[src/rtl/ptw_pkg.sv]
package ptw_pkg;
  localparam int unsigned AW      = 32;
  localparam int unsigned L1_IDX  = 12;
  localparam int unsigned BASE_W  = AW - L1_IDX - 2;
  localparam int unsigned DOM_W   = 4;
  localparam int unsigned SUBPG   = 4;
  localparam int unsigned AP_W    = 2 * SUBPG;

  typedef enum logic [1:0] {
    L1_FAULT = 2'b00, L1_COARSE = 2'b01, L1_SECTION = 2'b10, L1_FINE = 2'b11
  } l1_kind_e;

  typedef enum logic [1:0] {
    SZ_SECTION = 2'b00, SZ_LARGE = 2'b01, SZ_SMALL = 2'b10, SZ_TINY = 2'b11
  } map_size_e;

  typedef enum logic [2:0] {
    ST_IDLE, ST_L1_REQ, ST_L1_WAIT, ST_L2_REQ, ST_L2_WAIT, ST_DONE, ST_FAULT
  } walk_st_e;
endpackage

[src/rtl/ptw_l1_decode.sv]
module ptw_l1_decode
  import ptw_pkg::*;
(
  input  logic [AW-1:0]    desc_i,
  input  logic [AW-1:0]    va_i,
  output l1_kind_e         kind_o,
  output logic [AW-1:0]    l2_addr_o,
  output logic [AW-1:0]    sec_pa_o,
  output logic [DOM_W-1:0] dom_o,
  output logic [AP_W-1:0]  sec_ap_o
);
  assign kind_o = l1_kind_e'(desc_i[1:0]);
  assign dom_o  = desc_i[8:5];
  assign sec_pa_o = {desc_i[31:20], va_i[19:0]};

  for (genvar g = 0; g < SUBPG; g++) begin : g_ap
    assign sec_ap_o[2*g +: 2] = desc_i[11:10];
  end

  // fine tables index 4x more entries than coarse ones
  always_comb begin
    if (desc_i[1:0] == L1_FINE) l2_addr_o = {desc_i[31:12], va_i[19:10], 2'b00};
    else                        l2_addr_o = {desc_i[31:10], va_i[19:12], 2'b00};
  end
endmodule

[src/rtl/ptw_l2_decode.sv]
module ptw_l2_decode
  import ptw_pkg::*;
(
  input  logic [AW-1:0]   desc_i,
  input  logic [AW-1:0]   va_i,
  output logic            fault_o,
  output map_size_e       size_o,
  output logic [AW-1:0]   pa_o,
  output logic [AP_W-1:0] ap_o
);
  logic [AP_W-1:0] tiny_ap;

  for (genvar g = 0; g < SUBPG; g++) begin : g_tap
    assign tiny_ap[2*g +: 2] = desc_i[5:4];
  end

  assign fault_o = (desc_i[1:0] == 2'b00);
  assign size_o  = map_size_e'(desc_i[1:0]);

  always_comb begin
    unique case (desc_i[1:0])
      2'b01:   begin pa_o = {desc_i[31:16], va_i[15:0]}; ap_o = desc_i[11:4]; end
      2'b10:   begin pa_o = {desc_i[31:12], va_i[11:0]}; ap_o = desc_i[11:4]; end
      2'b11:   begin pa_o = {desc_i[31:10], va_i[9:0]};  ap_o = tiny_ap;      end
      default: begin pa_o = '0;                          ap_o = '0;           end
    endcase
  end
endmodule

[src/rtl/pt_walker.sv]
module pt_walker
  import ptw_pkg::*;
(
  input  logic             clk_i,
  input  logic             rst_ni,
  input  logic             base_we_i,
  input  logic [AW-1:0]    base_wdata_i,
  input  logic             req_valid_i,
  input  logic [AW-1:0]    req_va_i,
  output logic             busy_o,
  output logic             mem_req_o,
  output logic [AW-1:0]    mem_addr_o,
  input  logic             mem_rvalid_i,
  input  logic [AW-1:0]    mem_rdata_i,
  output logic             done_o,
  output logic             fault_o,
  output logic             fault_lvl_o,
  output logic [AW-1:0]    pa_o,
  output logic [1:0]       size_o,
  output logic [DOM_W-1:0] domain_o,
  output logic [AP_W-1:0]  ap_o
);
  walk_st_e         state_q;
  logic [BASE_W-1:0] base_q;
  logic [AW-1:0]    va_q, addr_q, pa_q;
  logic [DOM_W-1:0] dom_q;
  logic [AP_W-1:0]  ap_q;
  map_size_e        size_q;
  logic             flvl_q;

  l1_kind_e         l1_kind;
  logic [AW-1:0]    l1_l2addr, l1_pa;
  logic [DOM_W-1:0] l1_dom;
  logic [AP_W-1:0]  l1_ap;
  logic             l2_fault;
  map_size_e        l2_size;
  logic [AW-1:0]    l2_pa;
  logic [AP_W-1:0]  l2_ap;

  ptw_l1_decode u_l1 (
    .desc_i(mem_rdata_i), .va_i(va_q), .kind_o(l1_kind), .l2_addr_o(l1_l2addr),
    .sec_pa_o(l1_pa), .dom_o(l1_dom), .sec_ap_o(l1_ap)
  );

  ptw_l2_decode u_l2 (
    .desc_i(mem_rdata_i), .va_i(va_q), .fault_o(l2_fault), .size_o(l2_size),
    .pa_o(l2_pa), .ap_o(l2_ap)
  );

  always_ff @(posedge clk_i or negedge rst_ni) begin
    if (!rst_ni) base_q <= '0;
    else if (base_we_i) base_q <= base_wdata_i[AW-1 -: BASE_W];
  end

  always_ff @(posedge clk_i or negedge rst_ni) begin
    if (!rst_ni) begin
      state_q <= ST_IDLE;
      va_q    <= '0;
      addr_q  <= '0;
      pa_q    <= '0;
      dom_q   <= '0;
      ap_q    <= '0;
      size_q  <= SZ_SECTION;
      flvl_q  <= 1'b0;
    end else begin
      unique case (state_q)
        ST_IDLE: if (req_valid_i) begin
          va_q    <= req_va_i;
          addr_q  <= {base_q, req_va_i[AW-1 -: L1_IDX], 2'b00};
          state_q <= ST_L1_REQ;
        end
        ST_L1_REQ: state_q <= ST_L1_WAIT;
        ST_L1_WAIT: if (mem_rvalid_i) begin
          dom_q <= l1_dom;
          unique case (l1_kind)
            L1_FAULT: begin flvl_q <= 1'b0; state_q <= ST_FAULT; end
            L1_SECTION: begin
              pa_q <= l1_pa; ap_q <= l1_ap; size_q <= SZ_SECTION;
              state_q <= ST_DONE;
            end
            default: begin addr_q <= l1_l2addr; state_q <= ST_L2_REQ; end
          endcase
        end
        ST_L2_REQ: state_q <= ST_L2_WAIT;
        ST_L2_WAIT: if (mem_rvalid_i) begin
          if (l2_fault) begin
            flvl_q  <= 1'b1;
            state_q <= ST_FAULT;
          end else begin
            pa_q <= l2_pa; ap_q <= l2_ap; size_q <= l2_size;
            state_q <= ST_DONE;
          end
        end
        default: state_q <= ST_IDLE;
      endcase
    end
  end

  assign busy_o      = (state_q != ST_IDLE);
  assign mem_req_o   = (state_q == ST_L1_REQ) || (state_q == ST_L2_REQ);
  assign mem_addr_o  = addr_q;
  assign done_o      = (state_q == ST_DONE);
  assign fault_o     = (state_q == ST_FAULT);
  assign fault_lvl_o = flvl_q;
  assign pa_o        = pa_q;
  assign size_o      = size_q;
  assign domain_o    = dom_q;
  assign ap_o        = ap_q;
endmodule

[config.mk]
export PLATFORM = sky130hd
export DESIGN_NAME = pt_walker
export DESIGN_NICKNAME = d
export VERILOG_FILES = /design/src/rtl/ptw_pkg.sv /design/src/rtl/ptw_l1_decode.sv /design/src/rtl/ptw_l2_decode.sv /design/src/rtl/pt_walker.sv
export SDC_FILE = /design/constraint.sdc
export NUM_CORES = 1
export LEC_CHECK = 0
export ABC_AREA = 1
export BUFFER_PORTS_ARGS = -buffer_cell sky130_fd_sc_hd__buf_2
export CAP_MARGIN = 20
export CELL_PAD_IN_SITES_DETAIL_PLACEMENT = 0
export CELL_PAD_IN_SITES_GLOBAL_PLACEMENT = 1
export CORE_MARGIN = 2
export CORE_UTILIZATION = 30
export DETAILED_ROUTE_END_ITERATION = 8
export PLACE_DENSITY_LB_ADDON = 0.1
export RECOVER_POWER = 25
export SYNTH_ARGS = -nofsm -noshare
export SYNTH_HDL_FRONTEND = slang
export SYNTH_SLANG_ARGS = --single-unit
[constraint.sdc]
create_clock -name clk_i -period 1.8 [get_ports clk_i]
set_clock_uncertainty 0.15 [all_clocks]
set_input_delay 0.18 -clock clk_i [delete_from_list [all_inputs] [get_ports clk_i]]
set_output_delay 0.18 -clock clk_i [all_outputs]
set_load 0.05 [all_outputs]
Word-level counts from Yosys, hierarchy flattened
Index checks and enable logic that the tools add are counted.
{"block": "totals", "regBits": 120, "inputBits": 101, "output_inout_bits": 83, "elab_cells": 73}
{"block": "op_classes", "eq_ne": 17, "n_mux": 33, "n_reduce_logical": 14}
{"operator": "32-bit 2-to-1 mux", "n": 7}
{"operator": "32-bit case mux with 2 select lines", "n": 2}
{"operator": "32-bit case mux with 3 select lines", "n": 1}
{"operator": "8-bit 2-to-1 mux", "n": 4}
{"operator": "8-bit case mux with 2 select lines", "n": 2}
{"operator": "3-bit case mux with 5 select lines", "n": 1}
{"operator": "2-bit inequality test (second input constant)", "n": 7}
{"operator": "12-bit 2-to-1 mux", "n": 1}
{"operator": "2-bit 2-to-1 mux", "n": 5}
{"operator": "5-bit AND reduction", "n": 2}
{"operator": "3-bit equality test (second input constant)", "n": 3}
{"operator": "3-bit 2-to-1 mux", "n": 3}
{"operator": "3-bit by 2-bit equality test with 1-bit output (second input constant)", "n": 2}
{"operator": "3-bit case mux with 2 select lines", "n": 1}
{"operator": "2-bit equality test (second input constant)", "n": 2}
{"operator": "1-bit 2-to-1 mux", "n": 4}
{"operator": "2-bit case mux with 2 select lines", "n": 1}
{"operator": "2-bit AND reduction", "n": 2}
{"operator": "4-bit AND reduction", "n": 1}
{"operator": "2-bit nonzero test", "n": 2}
{"operator": "2-bit OR reduction", "n": 2}
{"operator": "3-bit by 1-bit equality test with 1-bit output (second input constant)", "n": 1}
{"operator": "3-bit zero test", "n": 1}
{"operator": "3-bit AND reduction", "n": 1}
{"operator": "6 further kinds", "n": 6}

Logic depth before layout (Yosys ltp)
Gate-level depths: netlist of the first run.
{"block": "depth", "ltp_word": 6, "ltp_mapped": 10, "depth_no_buf": 9}

By module
A second synthesis of the first run with hierarchy kept.
{"block": "hier_totals", "hier_cells": 1014, "area_unflattened_um2": 7440.9}
{"module": "pt_walker", "n_inst": 1, "cells_each": 801, "area_per_inst_um2": 6248.5, "seq_area_each_um2": 3303.2}
{"module": "ptw_l1_decode", "n_inst": 1, "cells_each": 102, "area_per_inst_um2": 668.1, "seq_area_each_um2": 0.0}
{"module": "ptw_l2_decode", "n_inst": 1, "cells_each": 111, "area_per_inst_um2": 524.3, "seq_area_each_um2": 0.0}

Worst setup path after synthesis of the first run
OpenSTA, ideal clock, no wires.
{"block": "synth_timing", "kind": "reg2out", "from": "reg state_q[2]", "to": "out done_o", "arrival_time_ps": 1595, "required_ps": 1470, "path_slack_ps": -125, "stages_incl_launch_ff": 3, "path_buffers": 0, "cell_sequence": "dfrtp_1 -> inv_2 -> nor3_1"}
{"block": "synth_between", "elab_chain_cells": 1}
{"element": "start: declaration", "line": "pt_walker.sv:23", "source": "walk_st_e state_q;"}
{"element": "start signal: assignment", "line": "pt_walker.sv:57", "source": "state_q <= ST_IDLE;"}
{"element": "start signal: assignment", "line": "pt_walker.sv:70", "source": "state_q <= ST_L1_REQ;"}
{"element": "start signal: assignment", "line": "pt_walker.sv:72", "source": "ST_L1_REQ: state_q <= ST_L1_WAIT;"}
{"element": "3-bit equality test", "line": "pt_walker.sv:102", "source": "assign done_o = (state_q == ST_DONE);"}
{"element": "end: declaration", "line": "pt_walker.sv:15", "source": "output logic done_o,"}
Every way passes these cells.

Worst setup path in the final report of the first run
{"block": "layout_timing", "from": "reg state_q[0]", "to": "out busy_o"}
{"block": "layout_between", "elab_chain_cells": 1}
{"element": "3-bit nonzero test", "line": "pt_walker.sv:99", "source": "assign busy_o = (state_q != ST_IDLE);"}
{"element": "end: declaration", "line": "pt_walker.sv:10", "source": "output logic busy_o,"}
Every way passes these cells.

==> results of run 1 <==
sequential cells by signal, indices dropped and copies added (netlist names):
register     cells
pa_o            32
mem_addr_o      30
ap_o             8
size_o           2
state_q          3
domain_o         4
fault_lvl_o      1
base_q          18
va_q            20
tightest hold or removal path: cells and delay by family:
kind | cells | cell delay (ns)
AND/OR/NAND/NOR | 4 | 0.26
buffers and inverters | 1 | 0.10
worst max-delay path by stage:
stage	end	slack (ns)	cells after the start
3_5_place_dp	pa_o[4]	-0.04	7
2_1_floorplan	done_o	-0.13	2
5_1_grt	pa_o[28]	0.01	6
6_report	busy_o	0.09	3
4_1_cts	done_o	0.004	3
3_3_place_gp	pa_o[2]	-0.02	7
final cells by class:
type | count | area share
antenna | 1 | 0.000304
clock buffer | 18 | 0.0534
clock inverter | 13 | 0.0248
inverter | 39 | 0.0178
multi-input combinational | 526 | 0.286
sequential | 118 | 0.359
tap | 234 | 0.0356
timing repair buffer | 264 | 0.223
layer usage:
layer	share of wire	wire length, um	GRT usage
met3	0.055	987	0.0547
met1	0.48	8550	0.248
met5	0	0	0
met2	0.46	8160	0.296
met4	0.012	222	0.0505
cell usage after synthesis (all sizes together):
master and count:
nand4 2, nand2 359, o22ai 2, nor2 20
o21ai 37, conb 1, clkbuf 7, nand3b 1
ha 7, mux2 18, dfrtp 118, nand3 63
o21a 1, nor3 3, buf 32, a21oi 11
inv 39
stage by stage:
step                      power [mW]  setup TNS (ns)  area (um2)  worst slack (ns)   util
final                           15.8               0        8230            0.0929  0.443
after global routing            16.9               0        8220            0.0149  0.443
after CTS                       16.0               0        8230           0.00371  0.443
after detailed placement        12.1          -0.504        6880           -0.0403  0.370
after global placement          12.0          -0.201        6880           -0.0190  0.370
after floorplan                 9.89           -1.28        5650            -0.125      -
what timing repair did:
action / in CTS / in global routing
gates cloned: 0 / 0
pin swaps: 0 / 2
hold buffers: 70 / 0
setup endpoints to repair: 23 / 54
resized for setup: 3 / 10
buffers inserted: 0 / 1
hold endpoints to repair: 148 / 0
cell usage in the layout, fill, tap and decap left out, types with 4 or more instances in the layout:
| master | instances |
|---|---|
| dlygate4sd3_1 | 70 |
| inv_2 | 6 |
| buf_4 | 23 |
| nor2_1 | 17 |
| mux2_2 | 18 |
| dfrtp_1 | 115 |
| a21oi_1 | 11 |
| nand2_1 | 356 |
| bufinv_16 | 5 |
| buf_12 | 6 |
| clkbuf_16 | 17 |
| ha_1 | 7 |
| o21ai_0 | 36 |
| nand3_1 | 63 |
| inv_1 | 33 |
| clkinvlp_4 | 4 |
| buf_2 | 158 |
power by group through the flow:
| stage | sequential (mW) | clock, mW | combinational (mW) |
|---|---|---|---|
| 4_1_cts | 4.41 | 3.82 | 7.77 |
| 3_5_place_dp | 4.42 | 0 | 7.63 |
| 2_1_floorplan | 7.17 | 0 | 2.72 |
| 3_3_place_gp | 4.41 | 0 | 7.57 |
| 6_report | 4.41 | 3.72 | 7.72 |
| 5_1_grt | 4.57 | 3.95 | 8.39 |
logic make-up (layout without fill, tap and decap cells):
logic type / count (synthesis) / in the layout / share of synthesized area
compound gates: 51 / 51 / 0.0461
fa+ha+maj: 7 / 7 / 0.0155
simple gates: 448 / 448 / 0.315
mux: 18 / 18 / 0.0359
other cells: 1 / 3 / 0.000664
buf+inv: 78 / 334 / 0.0632
flops: 118 / 118 / 0.523
==> impl_metrics.py, run 1 <==
metrics = {
    "global_routing": {
        "antenna_found_initial": 2,
        "grt_overflow_total": 0,
        "grt_pass1_wl_um": 29000,
        "grt_max_degree": 37,
        "grt_usage": 0.186,
        "grt_pass1_vias": 5609,
    },
    "power_and_ir_drop": {
        "p_sw_mw": 7.54,
        "p_per_area_nw_per_um2": 1930,
        "irDropWorstVdd_uv": 835,
        "seqPwrFrac": 0.278,
        "intPower_mw": 8.30,
        "leakagePower_nw": 4.52,
        "p_clk_frac": 0.235,
        "swShare": 0.476,
        "combPwrFrac": 0.487,
    },
    "layout": {
        "nets": 1074,
        "drive_gt1_frac": 0.263,
        "area_growth_pct": 45.8,
        "regArea_um2": 2960,
        "nFillCells": 1946,
        "multi_input_area_um2": 2350,
        "layoutNonFillerInstCount": 1213,
    },
    "flow_run": {
        "drv_cap": 0,
    },
    "min_path": {
        "hold_class": "in2reg",
        "hold_path_end": "mem_addr_o[14]",
        "hold_path_depth": 5,
        "hp-start": "mem_rdata_i[14]",
    },
    "synth": {
        "yosys_warnings": 0,
        "mappedNetlistArea_um2": 5640,
        "seq_area_frac_synth": 0.523,
        "ys_top_cells_by_area": "dfrtp_1 52%, nand2_1 24%, nand3_1 5.6%",
        "yosys.area.top_type": "dfrtp_1",
        "synth_top_area_share": 0.523,
        "synth_cells": 721,
        "synth_seq_cells": 118,
        "synth.avg_cell_area_um2": 7.83,
        "synth.distinct_cells": 23,
    },
    "timing": {
        "max_slew_margin": 0.403,
        "finalSetupViolations": 0,
        "whs_ns": 0.0142,
        "final_max_slew_viol_count": 0,
        "hold_viol": 0,
        "rsz0062_at_grt": "false",
        "min_period_ns": 1.71,
        "worstMarginPinSlew_ns": 0.896,
        "final.period_utilization": 0.948,
        "fmax_mhz": 586,
    },
    "die": {
        "ioPinCount": 184,
        "dieArea_um2": 19900,
        "die_h_um": 141,
        "rows": 50,
        "die_x_um": 141,
        "initial_core_util": 0.304,
        "core-area_um2": 18600,
    },
    "clock_tree": {
        "htreeDepth": 4,
        "clock_latency_ns": 0.41,
        "cts-root-buf": "clkbuf_16",
        "cts_sinks": 118,
        "clock_path_buffers": 2,
        "numCtsBuffers": 17,
        "cts_tree": "yes",
        "cts.clk_slew.worst_paths_ns": 0.05,
    },
    "routing": {
        "drt_iter0_drc": 215,
        "first_pass_iters": 6,
        "vias": 5478,
        "viasPerCell": 4.52,
        "route.detailed.drc": 0,
        "wirelength_um": 17900,
        "ant_nets": 0,
        "wire_per_inst_um": 14.8,
    },
    "worst_setup_path": {
        "critical_path_class": "reg2out",
        "r2r_cells": 7,
        "crit_start": "state_q[0]",
        "critPathLaunchType": "flop",
        "crit_family": "flip-flops",
        "required_ns": 1.47,
        "cpMaxStageDelayCell": "dfrtp_2",
        "crit_buf_inv": 1,
        "timing.rr.start": "state_q[0]",
        "r2r-end": "pa_o[4]",
        "crit_chain": "nor2_4 > nand2_2 > buf_4",
        "cp.arrival_ns": 1.38,
        "path_max_fanout": 6,
        "reg2reg_slack_ns": 0.10,
        "slowest_delay_ns": 0.45,
        "worst_setup_path_end_kind": "output pin",
    },
    "placed_design": {
        "dp_cells": 1110,
        "hpwl_um": 12800,
        "place_congestion": 0.804,
        "port_buffers": 165,
    },
    "status": {
        "status": "finished clean",
    },
}
No activity file was read; power rests on OpenSTA's default activity.
==> run 2, diff against run 1 <==
- CTS_BUF_LIST: default -> sky130_fd_sc_hd__clkbuf_2 sky130_fd_sc_hd__clkbuf_4 sky130_fd_sc_hd__clkbuf_8
==> impl_metrics.py, run 2 (synthesis gave the netlist of run 1 again) <==
metrics = {
    "routing": {
        "route.detailed.drc": 0,
        "wirelength_um": 17800,
        "drt_iter0_drc": 240,
        "ant_nets": 0,
        "vias": 5452,
        "viasPerCell": 4.47,
        "first_pass_iters": 4,
        "wire_per_inst_um": 14.6,
    },
    "global_routing": {
        "grt_overflow_total": 0,
        "grt_usage": 0.184,
        "grt_pass1_wl_um": 28800,
        "grt_max_degree": 37,
        "grt_pass1_vias": 5607,
        "antenna_found_initial": 2,
    },
    "clock_tree": {
        "numCtsBuffers": 17,
        "htreeDepth": 4,
        "cts_tree": "yes",
        "clock_path_buffers": 2,
        "cts-root-buf": "clkbuf_8",
        "cts_sinks": 118,
        "clock_latency_ns": 0.43,
        "cts.clk_slew.worst_paths_ns": 0.07,
    },
    "timing": {
        "hold_viol": 0,
        "max_slew_margin": 0.386,
        "finalSetupViolations": 0,
        "final_max_slew_viol_count": 0,
        "setup_tns_ns": 0,
        "whs_ns": 0.0289,
        "min_period_ns": 1.73,
        "final.period_utilization": 0.959,
        "rsz0062_at_grt": "true",
        "fmax_mhz": 579,
        "worstMarginPinSlew_ns": 0.922,
    },
    "flow_run": {
        "drv_cap": 0,
    },
    "layout": {
        "layout_commonest_cell": "nand2_1",
        "largest_register_ffs": 32,
        "nets": 1080,
        "drive_gt1_frac": 0.263,
        "area_growth_pct": 43.7,
        "final_cell_mix": "356 x nand2_1, 161 x buf_2, 115 x dfrtp_1",
    },
    "power_and_ir_drop": {
        "irDropWorstVdd_uv": 828,
        "p_per_area_nw_per_um2": 1840,
        "total_power_mw": 14.9,
        "leakagePower_nw": 4.47,
    },
    "die": {
        "die_h_um": 141,
        "dieArea_um2": 19900,
        "initial_core_util": 0.304,
        "core-area_um2": 18600,
        "rows": 50,
        "die_x_um": 141,
        "ioPinCount": 184,
    },
    "min_path": {
        "hold_path_depth": 5,
        "hold_class": "in2reg",
    },
    "worst_setup_path": {
        "path_max_fanout": 20,
        "cp.arrival_ns": 1.89,
        "critical_path_class": "reg2reg",
        "worst_setup_path_end_kind": "flop",
        "required_ns": 1.96,
        "r2r_cells": 7,
        "critPathLaunchType": "flop",
    },
    "placed_design": {
        "hpwl_um": 12800,
        "port_buffers": 165,
        "place_congestion": 0.804,
    },
    "status": {
        "status": "finished clean",
    },
}
run 2: cell types whose count changed in the layout (fill, tap and decap cells not counted), sizes merged:
cell and change:
buf +4, clkbuf -4, dlygate4sd3 +6
run 2: cell type report:
class,instances,area [um2]
diodes,1,2.50
clock buffers,18,248
inverters,39,146
repair buffers,270,1900
flip-flops and latches,118,2960
fillers,1968,10500
well taps,234,293
clock inverters,13,204
multi-input cells,526,2360
run 2: path summary, 6_finish.rpt:
kind	from	to	slack [ns]
worst max-delay path	state_q[0]	pa_o[4]	0.07
worst min-delay path	mem_rdata_i[12]	mem_addr_o[12]	0.03
worst max register to register	state_q[0]	pa_o[4]	0.07
worst min register to register	mem_addr_o[28]	mem_addr_o[28]	0.32
max in group asynchronous	rst_ni	pa_o[4]	0.24
min in group asynchronous	rst_ni	mem_addr_o[2]	0.28
run 2: worst max-delay path: stages (launching register included):
cell	delay, ns
dfrtp_2	0.47
nor2_4	0.21
nand2_2	0.14
inv_2	0.12
nand3_1	0.11
buf_4	0.24
nand3_1	0.11
nand2_1	0.06
run 2: timing repair:
item                       4_1_cts  5_1_grt
pin swaps                        0        1
setup buffers                    0        1
hold endpoints to repair       207        0
setup endpoints to repair       23       54
resized for setup                5        7
hold buffers                    76        0
run 2: metrics by stage:
stage / util / std cells / cell area (um2) / setup WS (ns)
after detailed placement: 0.370 / 1110 / 6880 / -0.0403
final: 0.437 / 1219 / 8110 / 0.0737
after floorplan: - / 722 / 5650 / -0.125
after CTS: 0.436 / 1217 / 8100 / 0.00557
after global placement: 0.370 / 1110 / 6880 / -0.0190
after global routing: 0.436 / 1218 / 8110 / -0.00167
run 2: power breakdown:
| group | internal, mW | switching, mW |
|---|---|---|
| sequential | 3.77 | 0.640 |
| combinational | 2.06 | 5.66 |
| clock | 1.67 | 1.11 |
| total | 7.50 | 7.42 |
run 2: layer usage:
layer	wire (um)	global-route usage	vias up
met5	0	0	-
li1	-	-	2761
met1	8530	0.246	2536
met3	997	0.0537	12
met4	190	0.0442	0
met2	8070	0.296	143
==> run 3, diff against run 2 <==
- BUFFER_PORTS_ARGS: -buffer_cell sky130_fd_sc_hd__buf_2 -> -buffer_cell sky130_fd_sc_hd__clkbuf_2
- CAP_MARGIN: 20 -> default
- REMOVE_ABC_BUFFERS: default -> 1
==> impl_metrics.py, run 3 (synthesis gave the netlist of run 1 again) <==
metrics = {
    "layout": {
        "nets": 1086,
        "drive_gt1_frac": 0.267,
        "layout_commonest_cell": "nand2_1",
        "multi_input_area_um2": 2370,
        "regArea_um2": 2960,
        "n_antenna_cell": 0,
        "nFillCells": 1956,
        "layoutNonFillerInstCount": 1225,
        "fin_area_um2": 8160,
        "final_cell_mix": "355 x nand2_1, 163 x clkbuf_2, 115 x dfrtp_1",
        "area_growth_pct": 44.6,
        "largest_register_ffs": 32,
    },
    "clock_tree": {
        "numCtsBuffers": 17,
        "clock_latency_ns": 0.44,
        "cts.clk_slew.worst_paths_ns": 0.07,
        "cts_sinks": 118,
        "cts_tree": "yes",
        "clock_path_buffers": 2,
        "htreeDepth": 4,
        "cts-root-buf": "clkbuf_8",
    },
    "die": {
        "die_x_um": 141,
        "initial_core_util": 0.304,
        "rows": 50,
        "dieArea_um2": 19900,
        "core-area_um2": 18600,
        "die_h_um": 141,
        "ioPinCount": 184,
    },
    "worst_setup_path": {
        "required_ns": 1.47,
        "r2r_cells": 9,
        "worst_setup_path_end_kind": "output pin",
        "crit_start": "state_q[0]",
        "worstSetupEndpoint": "busy_o",
        "cp.arrival_ns": 1.40,
        "critPathLaunchType": "flop",
        "critical_path_class": "reg2out",
        "reg2reg_slack_ns": 0.10,
        "r2r-end": "mem_addr_o[2]",
        "path_max_fanout": 6,
        "timing.rr.start": "state_q[2]",
    },
    "timing": {
        "min_period_ns": 1.73,
        "finalSetupViolations": 0,
        "max_slew_margin": 0.602,
        "fmax_mhz": 579,
        "final.period_utilization": 0.959,
        "rsz0062_at_grt": "true",
        "setup_tns_ns": 0,
        "setup_ws_ns": 0.0729,
        "final_max_slew_viol_count": 0,
        "worstMarginPinSlew_ns": 0.596,
        "hold_viol": 0,
    },
    "power_and_ir_drop": {
        "irDropWorstVdd_uv": 658,
        "p_per_area_nw_per_um2": 1830,
        "total_power_mw": 15.0,
        "leakagePower_nw": 4.49,
    },
    "routing": {
        "ant_nets": 0,
        "first_pass_iters": 5,
        "drt_iter0_drc": 183,
        "route.detailed.drc": 0,
        "vias": 5528,
        "viasPerCell": 4.51,
        "wire_per_inst_um": 15.2,
        "wirelength_um": 18600,
    },
    "global_routing": {
        "grt_usage": 0.192,
        "grt_max_degree": 45,
        "grt_pass1_wl_um": 29600,
        "grt_pass1_vias": 5771,
        "antenna_found_initial": 0,
        "grt_overflow_total": 0,
    },
    "placed_design": {
        "hpwl_um": 12600,
        "postPlaceCellArea_um2": 6900,
        "place_congestion": 0.782,
        "place_ws_ns": 0.0318,
        "port_buffers": 165,
        "dp_cells": 1111,
    },
    "flow_run": {
        "drv_cap": 0,
    },
    "min_path": {
        "hold_class": "in2reg",
    },
    "status": {
        "status": "finished clean",
    },
}
run 3: changes by cell type in the layout (fill, tap and decap cells not counted), moves of 2 or more:
cell / change
buf_2: -161
bufinv_16: -3
clkbuf_2: +162
clkbuf_4: +3
clkbuf_8: +3
clkinv_2: -2
clkinv_4: +2
dlygate4sd3_1: +2
run 3: layer usage:
layer / up-vias / track usage / wire, um
li1: 2767 / - / -
met1: 2596 / 0.240 / 8590
met2: 146 / 0.332 / 8970
met3: 19 / 0.0414 / 800
met4: 0 / 0.0600 / 229
met5: - / 0 / 0
run 3: worst min path at each step:
stage / to / start / slack, ns / depth (start not counted)
floorplan: ap_o[0] / rst_ni / -0.27 / 0
global placement: mem_addr_o[8] / rst_ni / -0.05 / 1
detailed placement: mem_addr_o[10] / rst_ni / -0.04 / 1
CTS: mem_addr_o[6] / rst_ni / 0.01 / 2
global route: state_q[2] / req_valid_i / 0.03 / 4
finish: state_q[2] / req_valid_i / 0.03 / 4
run 3: worst max-delay path, stage by stage (launching register included):
cell and delay (ns):
dfrtp_2 0.45, nor2_4 0.19, nand2_2 0.12, clkbuf_8 0.20
run 3: stage by stage:
stage,util,hold WS [ns]
2_1_floorplan,-,-0.266
4_1_cts,0.437,0.0103
6_report,0.439,0.0341
3_5_place_dp,0.371,-0.0446
5_1_grt,0.439,0.0317
3_3_place_gp,0.371,-0.0473
run 3: repair_timing:
action                                 CTS  global route
hold buffers                            78             0
setup endpoints to repair                4            35
gates resized for setup                  9             5
cloned                                   0             1
pin swaps                                0             1
buffers inserted                         1             2
endpoints found under the hold margin  210             0
run 3: area by class of cell:
class,instances,share of cell area
clock buffers,22,0.0356
repair buffers,276,0.243
inverters,39,0.0184
flip-flops and latches,118,0.362
clock inverters,10,0.0149
well taps,234,0.0359
multi-input cells,526,0.290
run 3: where the power goes:
part           leakage, nW  total (mW)  switching, mW  internal, mW
logic                 2.85        7.99           5.82          2.17
clock network        0.199        2.54           1.16          1.38
registers             1.44        4.43          0.660          3.77
total                 4.49        15.0           7.64          7.32
